===== config.mk =====
export PLATFORM = sky130hd
export DESIGN_NAME = mbx_rdlock
export DESIGN_NICKNAME = d
export VERILOG_FILES = /design/src/rtl/mbx_rdlock_pkg.sv /design/src/rtl/mbx_bus_decode.sv /design/src/rtl/mbx_lock_fsm.sv /design/src/rtl/mbx_busy_report.sv /design/src/rtl/mbx_rdlock.sv
export SDC_FILE = /design/constraint.sdc
export NUM_CORES = 1
export LEC_CHECK = 0
export BUFFER_PORTS_ARGS = -buffer_cell sky130_fd_sc_hd__buf_4
export CORE_AREA = 2 2 39 41
export DETAILED_ROUTE_END_ITERATION = 6
export DIE_AREA = 0 0 41 43
export HOLD_SLACK_MARGIN = 0.1
export PLACE_DENSITY_LB_ADDON = 0.25
export SYNTH_ARGS = -nofsm -noshare
export SYNTH_HDL_FRONTEND = slang
export SYNTH_SLANG_ARGS = --single-unit

===== constraint.sdc =====
create_clock -name clk -period 1.75 [get_ports clk]
set_input_delay 0.35 -clock clk [delete_from_list [all_inputs] [get_ports clk]]
set_output_delay 0.35 -clock clk [all_outputs]
set_load 0.01 [all_outputs]

===== src/rtl/mbx_rdlock_pkg.sv =====
package mbx_rdlock_pkg;
  typedef struct packed {
    logic ctrl_rd;
    logic ctrl_wr;
    logic timer_rd;
    logic flag_rd;
    logic other_rd;
    logic other_wr;
  } bus_ev_t;
endpackage


===== src/rtl/mbx_bus_decode.sv =====
module mbx_bus_decode
  import mbx_rdlock_pkg::*;
#(
  parameter int MB_W       = 4,
  parameter int OFS_W      = 3,
  parameter int TIMER_ADDR = 4,
  parameter int FLAG_ADDR  = 8,
  localparam int ADDR_W    = 1 + MB_W + OFS_W
) (
  input  logic              rd,
  input  logic              wr,
  input  logic [ADDR_W-1:0] addr,
  output bus_ev_t           ev,
  output logic [MB_W-1:0]   idx
);
  localparam logic [ADDR_W-1:0] TMR_A = TIMER_ADDR[ADDR_W-1:0];
  localparam logic [ADDR_W-1:0] FLG_A = FLAG_ADDR[ADDR_W-1:0];

  function automatic logic in_mb_space(input logic [ADDR_W-1:0] a);
    return a[ADDR_W-1];
  endfunction

  function automatic logic [MB_W-1:0] mb_of(input logic [ADDR_W-1:0] a);
    return a[OFS_W +: MB_W];
  endfunction

  function automatic logic is_ctrl_word(input logic [ADDR_W-1:0] a);
    return in_mb_space(a) && (a[OFS_W-1:0] == '0);
  endfunction

  logic rd_q, wr_q;
  assign rd_q = rd;
  assign wr_q = wr & ~rd;   // reads take priority

  always_comb begin
    ev          = '0;
    ev.ctrl_rd  = rd_q && is_ctrl_word(addr);
    ev.timer_rd = rd_q && (addr == TMR_A);
    ev.flag_rd  = rd_q && (addr == FLG_A);
    ev.other_rd = rd_q && !is_ctrl_word(addr) && (addr != TMR_A) && (addr != FLG_A);
    ev.ctrl_wr  = wr_q && is_ctrl_word(addr);
    ev.other_wr = wr_q && !is_ctrl_word(addr);
  end

  assign idx = mb_of(addr);

  always_comb begin
    a_r8_one_event: assert ($countones(ev) <= 1);
  end
endmodule


===== src/rtl/mbx_lock_fsm.sv =====
module mbx_lock_fsm
  import mbx_rdlock_pkg::*;
#(
  parameter int MB_W = 4
) (
  input  logic            clk,
  input  logic            rst_n,
  input  bus_ev_t         ev,
  input  logic [MB_W-1:0] idx,
  input  logic            busy_hit,
  output logic            lock_valid,
  output logic [MB_W-1:0] lock_idx
);
  logic take_lock, drop_lock, wr_hit;

  assign wr_hit    = ev.ctrl_wr && lock_valid && (idx == lock_idx);
  assign take_lock = ev.ctrl_rd && !busy_hit;
  assign drop_lock = ev.timer_rd || wr_hit;

  always_ff @(posedge clk) begin
    if (!rst_n) begin
      lock_valid <= 1'b0;
      lock_idx   <= '0;
    end else if (take_lock) begin
      lock_valid <= 1'b1;
      lock_idx   <= idx;
    end else if (drop_lock) begin
      lock_valid <= 1'b0;
    end
  end

  a_r2_lock_taken: assert property (@(posedge clk) disable iff (!rst_n)
    (ev.ctrl_rd && !busy_hit) |=> (lock_valid && lock_idx == $past(idx)));

  a_r4_timer_release: assert property (@(posedge clk) disable iff (!rst_n)
    ev.timer_rd |=> !lock_valid);

  a_r5_passive_reads: assert property (@(posedge clk) disable iff (!rst_n)
    (ev.flag_rd || ev.other_rd) |=> ($stable(lock_valid) && $stable(lock_idx)));

  a_r6_busy_keeps_lock: assert property (@(posedge clk) disable iff (!rst_n)
    (ev.ctrl_rd && busy_hit) |=> ($stable(lock_valid) && $stable(lock_idx)));

  a_r7_write_release: assert property (@(posedge clk) disable iff (!rst_n)
    (ev.ctrl_wr && lock_valid && idx == lock_idx) |=> !lock_valid);

  a_r7_write_other: assert property (@(posedge clk) disable iff (!rst_n)
    (ev.other_wr || (ev.ctrl_wr && (!lock_valid || idx != lock_idx)))
      |=> ($stable(lock_valid) && $stable(lock_idx)));
endmodule


===== src/rtl/mbx_busy_report.sv =====
module mbx_busy_report
  import mbx_rdlock_pkg::*;
#(
  parameter int NUM_MB = 16,
  localparam int MB_W  = $clog2(NUM_MB)
) (
  input  logic              clk,
  input  logic              rst_n,
  input  bus_ev_t           ev,
  input  logic [MB_W-1:0]   idx,
  input  logic [NUM_MB-1:0] rx_busy,
  output logic              busy_hit,
  output logic              host_busy
);
  assign busy_hit = ev.ctrl_rd && rx_busy[idx];

  always_ff @(posedge clk) begin
    if (!rst_n) host_busy <= 1'b0;
    else        host_busy <= busy_hit;
  end

  a_r6_busy_flag: assert property (@(posedge clk) disable iff (!rst_n)
    !ev.ctrl_rd |=> !host_busy);
endmodule


===== src/rtl/mbx_rdlock.sv =====
module mbx_rdlock
  import mbx_rdlock_pkg::*;
#(
  parameter int NUM_MB       = 16,
  parameter int WORDS_PER_MB = 8,
  parameter int TIMER_ADDR   = 4,
  parameter int FLAG_ADDR    = 8,
  localparam int MB_W        = $clog2(NUM_MB),
  localparam int OFS_W       = $clog2(WORDS_PER_MB),
  localparam int ADDR_W      = 1 + MB_W + OFS_W
) (
  input  logic              clk,
  input  logic              rst_n,
  input  logic              host_rd,
  input  logic              host_wr,
  input  logic [ADDR_W-1:0] host_addr,
  input  logic [NUM_MB-1:0] rx_busy,
  output logic              lock_valid,
  output logic [MB_W-1:0]   lock_idx,
  output logic              host_busy
);
  bus_ev_t         ev;
  logic [MB_W-1:0] acc_idx;
  logic            busy_hit;

  mbx_bus_decode #(
    .MB_W(MB_W), .OFS_W(OFS_W), .TIMER_ADDR(TIMER_ADDR), .FLAG_ADDR(FLAG_ADDR)
  ) u_dec (
    .rd(host_rd), .wr(host_wr), .addr(host_addr), .ev(ev), .idx(acc_idx)
  );

  mbx_busy_report #(.NUM_MB(NUM_MB)) u_busy (
    .clk(clk), .rst_n(rst_n), .ev(ev), .idx(acc_idx), .rx_busy(rx_busy),
    .busy_hit(busy_hit), .host_busy(host_busy)
  );

  mbx_lock_fsm #(.MB_W(MB_W)) u_lock (
    .clk(clk), .rst_n(rst_n), .ev(ev), .idx(acc_idx), .busy_hit(busy_hit),
    .lock_valid(lock_valid), .lock_idx(lock_idx)
  );

  a_r1_reset_idle: assert property (@(posedge clk)
    !rst_n |=> (!lock_valid && !host_busy));
endmodule


Word-level counts from Yosys, hierarchy flattened
Cells that the tools add are included.
{"block": "word_totals", "out_inout_bits": 6, "elab_cells": 24, "in_bits": 28, "regBits": 6}
{"block": "op_classes", "n_reduce_logical": 12, "n_bitwise": 2, "muxes": 4, "order_cmp": 1, "eq_ne": 2}
{"cell": "$eq 8x3->1 const B", "n": 1}
{"cell": "$logic_and 1x1->1", "n": 8}
{"cell": "$lt 4x5->1 const B", "n": 1}
{"cell": "$bmux 1 s4", "n": 1}
{"cell": "$eq 4x4->1", "n": 1}
{"cell": "$logic_not 3->1", "n": 1}
{"cell": "$mux 1", "n": 3}
{"cell": "$reduce_bool 2->1", "n": 1}
{"cell": "$and 1x1->1", "n": 1}
{"cell": "$logic_not 1->1", "n": 1}
{"cell": "$logic_or 1x1->1", "n": 1}
{"cell": "$not 1->1", "n": 1}

Longest topological paths before layout
{"block": "depth", "word_depth": 8, "depth_mapped": 5, "ltp_nobuf": 4}

Modules after synthesis
A second synthesis with hierarchy kept.
{"block": "unflattened", "cells_unflattened": 63, "area_unflattened_um2": 568.0}
{"module": "mbx_lock_fsm", "instances": 1, "area_each_um2": 259.0, "seq_area_each_um2": 100.1, "cells_each": 24}
{"module": "mbx_busy_report", "instances": 1, "area_each_um2": 175.2, "seq_area_each_um2": 20.0, "cells_each": 19}
{"module": "mbx_bus_decode", "instances": 1, "area_each_um2": 133.9, "seq_area_each_um2": 0.0, "cells_each": 20}

Worst setup path after synthesis
Ideal clock, no wire load.
{"block": "synth_timing", "path_kind": "input -> register", "start": "in host_addr[3]", "end": "reg u_lock.lock_idx[0]", "t_arrival_ns": 1.533, "path_stages": 5, "n_path_buf": 1, "setup_time_ns": 0.072, "required_ns": 1.678, "slack_ns": 0.145, "cell_sequence": "buf_6 mux2i_1 mux4_2 a22oi_2 mux2i_1"}
{"block": "synth_via", "elab_chain_len": 5}
{"element": "start: declaration", "line_no": "mbx_rdlock.sv:16", "text": "input logic [ADDR_W-1:0] host_addr,"}
{"element": "$bmux 1 s4", "line_no": "mbx_busy_report.sv:15", "text": "assign busy_hit = ev.ctrl_rd && rx_busy[idx];"}
{"element": "$mux 1 (not written as such)", "line_no": "mbx_busy_report.sv:15"}
{"element": "$logic_and 1x1->1", "line_no": "mbx_busy_report.sv:15"}
{"element": "$logic_not 1->1", "line_no": "mbx_lock_fsm.sv:17", "text": "assign take_lock = ev.ctrl_rd && !busy_hit;"}
{"element": "$logic_and 1x1->1", "line_no": "mbx_lock_fsm.sv:17"}
{"element": "end signal: assignment", "line_no": "mbx_lock_fsm.sv:26", "text": "lock_idx <= idx;"}
{"element": "end: declaration", "line_no": "mbx_lock_fsm.sv:12", "text": "output logic [MB_W-1:0] lock_idx"}
Parallel ways exist; a longest one is shown, timed or not. The select of a mux whose other input is x is not followed.
A chain may end at the register's enable or synchronous reset.

Final worst setup path
{"block": "layout_timing", "start": "in host_addr[3]", "end": "reg u_lock.lock_idx[2]"}
{"block": "layout_via", "elab_chain_len": 5}
{"element": "$bmux 1 s4", "line_no": "mbx_busy_report.sv:15"}
{"element": "$mux 1 (not written as such)", "line_no": "mbx_busy_report.sv:15"}
{"element": "$logic_and 1x1->1", "line_no": "mbx_busy_report.sv:15"}
{"element": "$logic_not 1->1", "line_no": "mbx_lock_fsm.sv:17"}
{"element": "$logic_and 1x1->1", "line_no": "mbx_lock_fsm.sv:17"}
Every way passes these cells. The select of a mux whose other input is x is not followed.

==> flow_metrics.tcl <==
set metrics [dict create \
    status "finished clean" \
    max_freq_mhz 653 \
    min_period_ps 1530 \
    clk_path_buf_depth 2 \
    cpPeakStageDelay_ps 520 \
    syn2layout_area_growth_pct 58.4 \
    path_depth 5 \
    setup_viol 0 \
    antenna_left 0 \
    crit_fanout 11 \
    num_io_pins 34 \
    max_cap_violations 0 \
    rows 14 \
    clock_latency_ps 240 \
    hold_violations 0 \
    postPlaceCellArea_sq_um 744 \
    dr.pass1.iters 2 \
    fp.dieH_um 43 \
    worst_hold_slack_ps 385 \
    fp.dieArea_sq_um 1760 \
    seq_area_sq_um 120 \
    cts_buffers 3 \
    path_delay_family "multiplexers" \
    vias 507 \
    crit_slowest_cell "mux4_2" \
    num-nets-final 114 \
    cp_common_cell "mux2i_1" \
    portBuffers 33 \
    cp_cell_sequence "buf_4 -> mux2i_1 -> mux4_2 -> a22oi_2 -> mux2i_1" \
    end_kind "flop" \
    clock-sinks 6 \
    die_x_um 41 \
    place.gp.congestion 0.812 \
    synth_area_per_cell_sq_um 9.88 \
    reg2reg_depth 4 \
    overflow 0 \
    final_cell_mix "buf_4 (34), mux2i_1 (12), nand2_1 (6), dfxtp_1 (6), xnor2_1 (4)" \
    grt_pass1_vias 561 \
    fin_ws_ps 219 \
    grt_max_degree 12 \
    slew_violations 0 \
    final_common_cell "buf_4" \
    cts_tree "built" \
    hold_depth 2 \
    yosysWarnings 0 \
    worst_clock_skew_ps 1.98 \
    cts_resized 0 \
    htreeDepth 1 \
    antenna_found_initial 0 \
    tightest_slew_ps 317 \
    ir_worst_vdd_mv 0.377 \
    fin_util_pct 55.4 \
    fin_area_sq_um 767 \
    drive_gt1_share_pct 51.2 \
    p_leak_nw 0.375 \
    coreArea_sq_um 1380 \
    grt_pass1_wl_um 2160 \
    cp.arrival_ps 1700 \
    ys_seq_elements 6 \
    avgViaCountPerCell 5.07 \
    syn_nets 77 \
    dpl_worst_slack_ps -43.7 \
    grt_use_total_pct 17.9 \
    hold_buffers 0 \
    num_antenna_cells 0 \
    power_density_nw_per_um2 491 \
    setup.worst_path.class "input pin to flop" \
    synthCells 49 \
    start_util_pct 35.0 \
    cp.required_ps 1920 \
    postCtsSetupBuffers 0 \
    route.detailed.drc 0 \
    cts-root-buf "clkbuf_4" \
    wire_per_inst_um 12.6 \
    fillers 130 \
    multiInputGateArea_sq_um 345 \
    power_mw 0.377 \
    cp-start-kind "input pin" \
    max_slew_margin_pct 78.8 \
    wl_um 1260 \
    cp_num_buf_inv 1 \
    min_path_type "input pin to flop" \
    synth-seq-area-share_pct 24.8 \
    dp_hpwl_um 1050 \
    rsz0062_at_grt "false" \
    fin_crit_sh_pct 87.5 \
    drt_iter0_markers 8 \
    clk_pin_slew_ps 40 \
    synthesis.area_sq_um 484 \
    ys_types 22 \
]
==> path summary, 6_finish.rpt <==
| check | from | endpoint | slack [ps] |
|---|---|---|---|
| worst max-delay path | host_addr[3] | u_lock.lock_idx[2] | 220 |
| worst min-delay path | rst_n | u_lock.lock_idx[1] | 390 |
| worst max register to register | u_lock.lock_idx[3] | u_lock.lock_valid | 680 |
| worst min register to register | u_lock.lock_idx[3] | u_lock.lock_idx[3] | 490 |
==> sequential cells by signal (all words and copies together), names as in the netlist <==
register	cells
u_lock.lock_idx	4
u_lock.lock_valid	1
u_busy.host_busy	1
==> worst register-to-register path: stages, from the launching register on <==
cell	delay, ps
dfxtp_1	360
xnor2_1	140
nand4_1	110
o31ai_1	220
a21boi_0	100
==> per-stage QoR <==
stage	instances	setup TNS, ps
floorplan	49	0
global placement	97	0
detailed placement	97	-163
CTS	100	0
global route	100	0
finish	100	0
==> cell families (layout without fill, tap and decap cells) <==
family | count (synthesis) | count (layout) | synth area share, %
simple gates | 16 | 16 | 18.9
flops | 6 | 6 | 24.8
compound gates | 6 | 6 | 11.1
xor+xnor | 4 | 4 | 7.23
buf+inv | 3 | 38 | 3.87
mux | 14 | 14 | 34.1
==> power by group <==
part | switching, mW | total (mW) | internal (mW)
registers | 0.00106 | 0.140 | 0.139
clock network | 0.0464 | 0.124 | 0.0773
logic | 0.0409 | 0.113 | 0.0722
total | 0.0883 | 0.377 | 0.288
==> cells in the mapped netlist <==
cell,n,area [sq um]
a22oi_2,1,12.5
nand2b_1,1,6.26
o41a_1,1,11.3
nor3_1,2,10.0
o21a_1,1,7.51
buf_6,1,11.3
dfxtp_1,6,120
mux4_2,2,45.0
inv_1,1,3.75
nand2_1,6,22.5
or4b_1,1,10.0
or4b_2,1,10.0
mux2i_1,12,120
and3_1,1,6.26
xnor2_1,4,35.0
or3b_2,1,8.76
o31ai_1,1,7.51
buf_1,1,3.75
nor2_1,1,3.75
and2_2,1,7.51
nand4_1,1,6.26
a21boi_0,2,15.0
==> layout make-up <==
cell class	count	share of cell area (%)
clock buffers	3	2.94
multi-input cells	40	45.0
inverters	1	0.489
well taps	16	2.61
flip-flops and latches	6	15.7
repair buffers	34	33.3
==> layer usage <==
metal / global-route usage [%] / up-vias / wire (um)
met1: 16.6 / 240 / 454
met4: 8.67 / 0 / 0
met5: 0 / - / 0
met2: 31.6 / 12 / 737
met3: 6.81 / 0 / 67
li1: - / 255 / -
No activity file was read; power rests on OpenSTA's default activity.
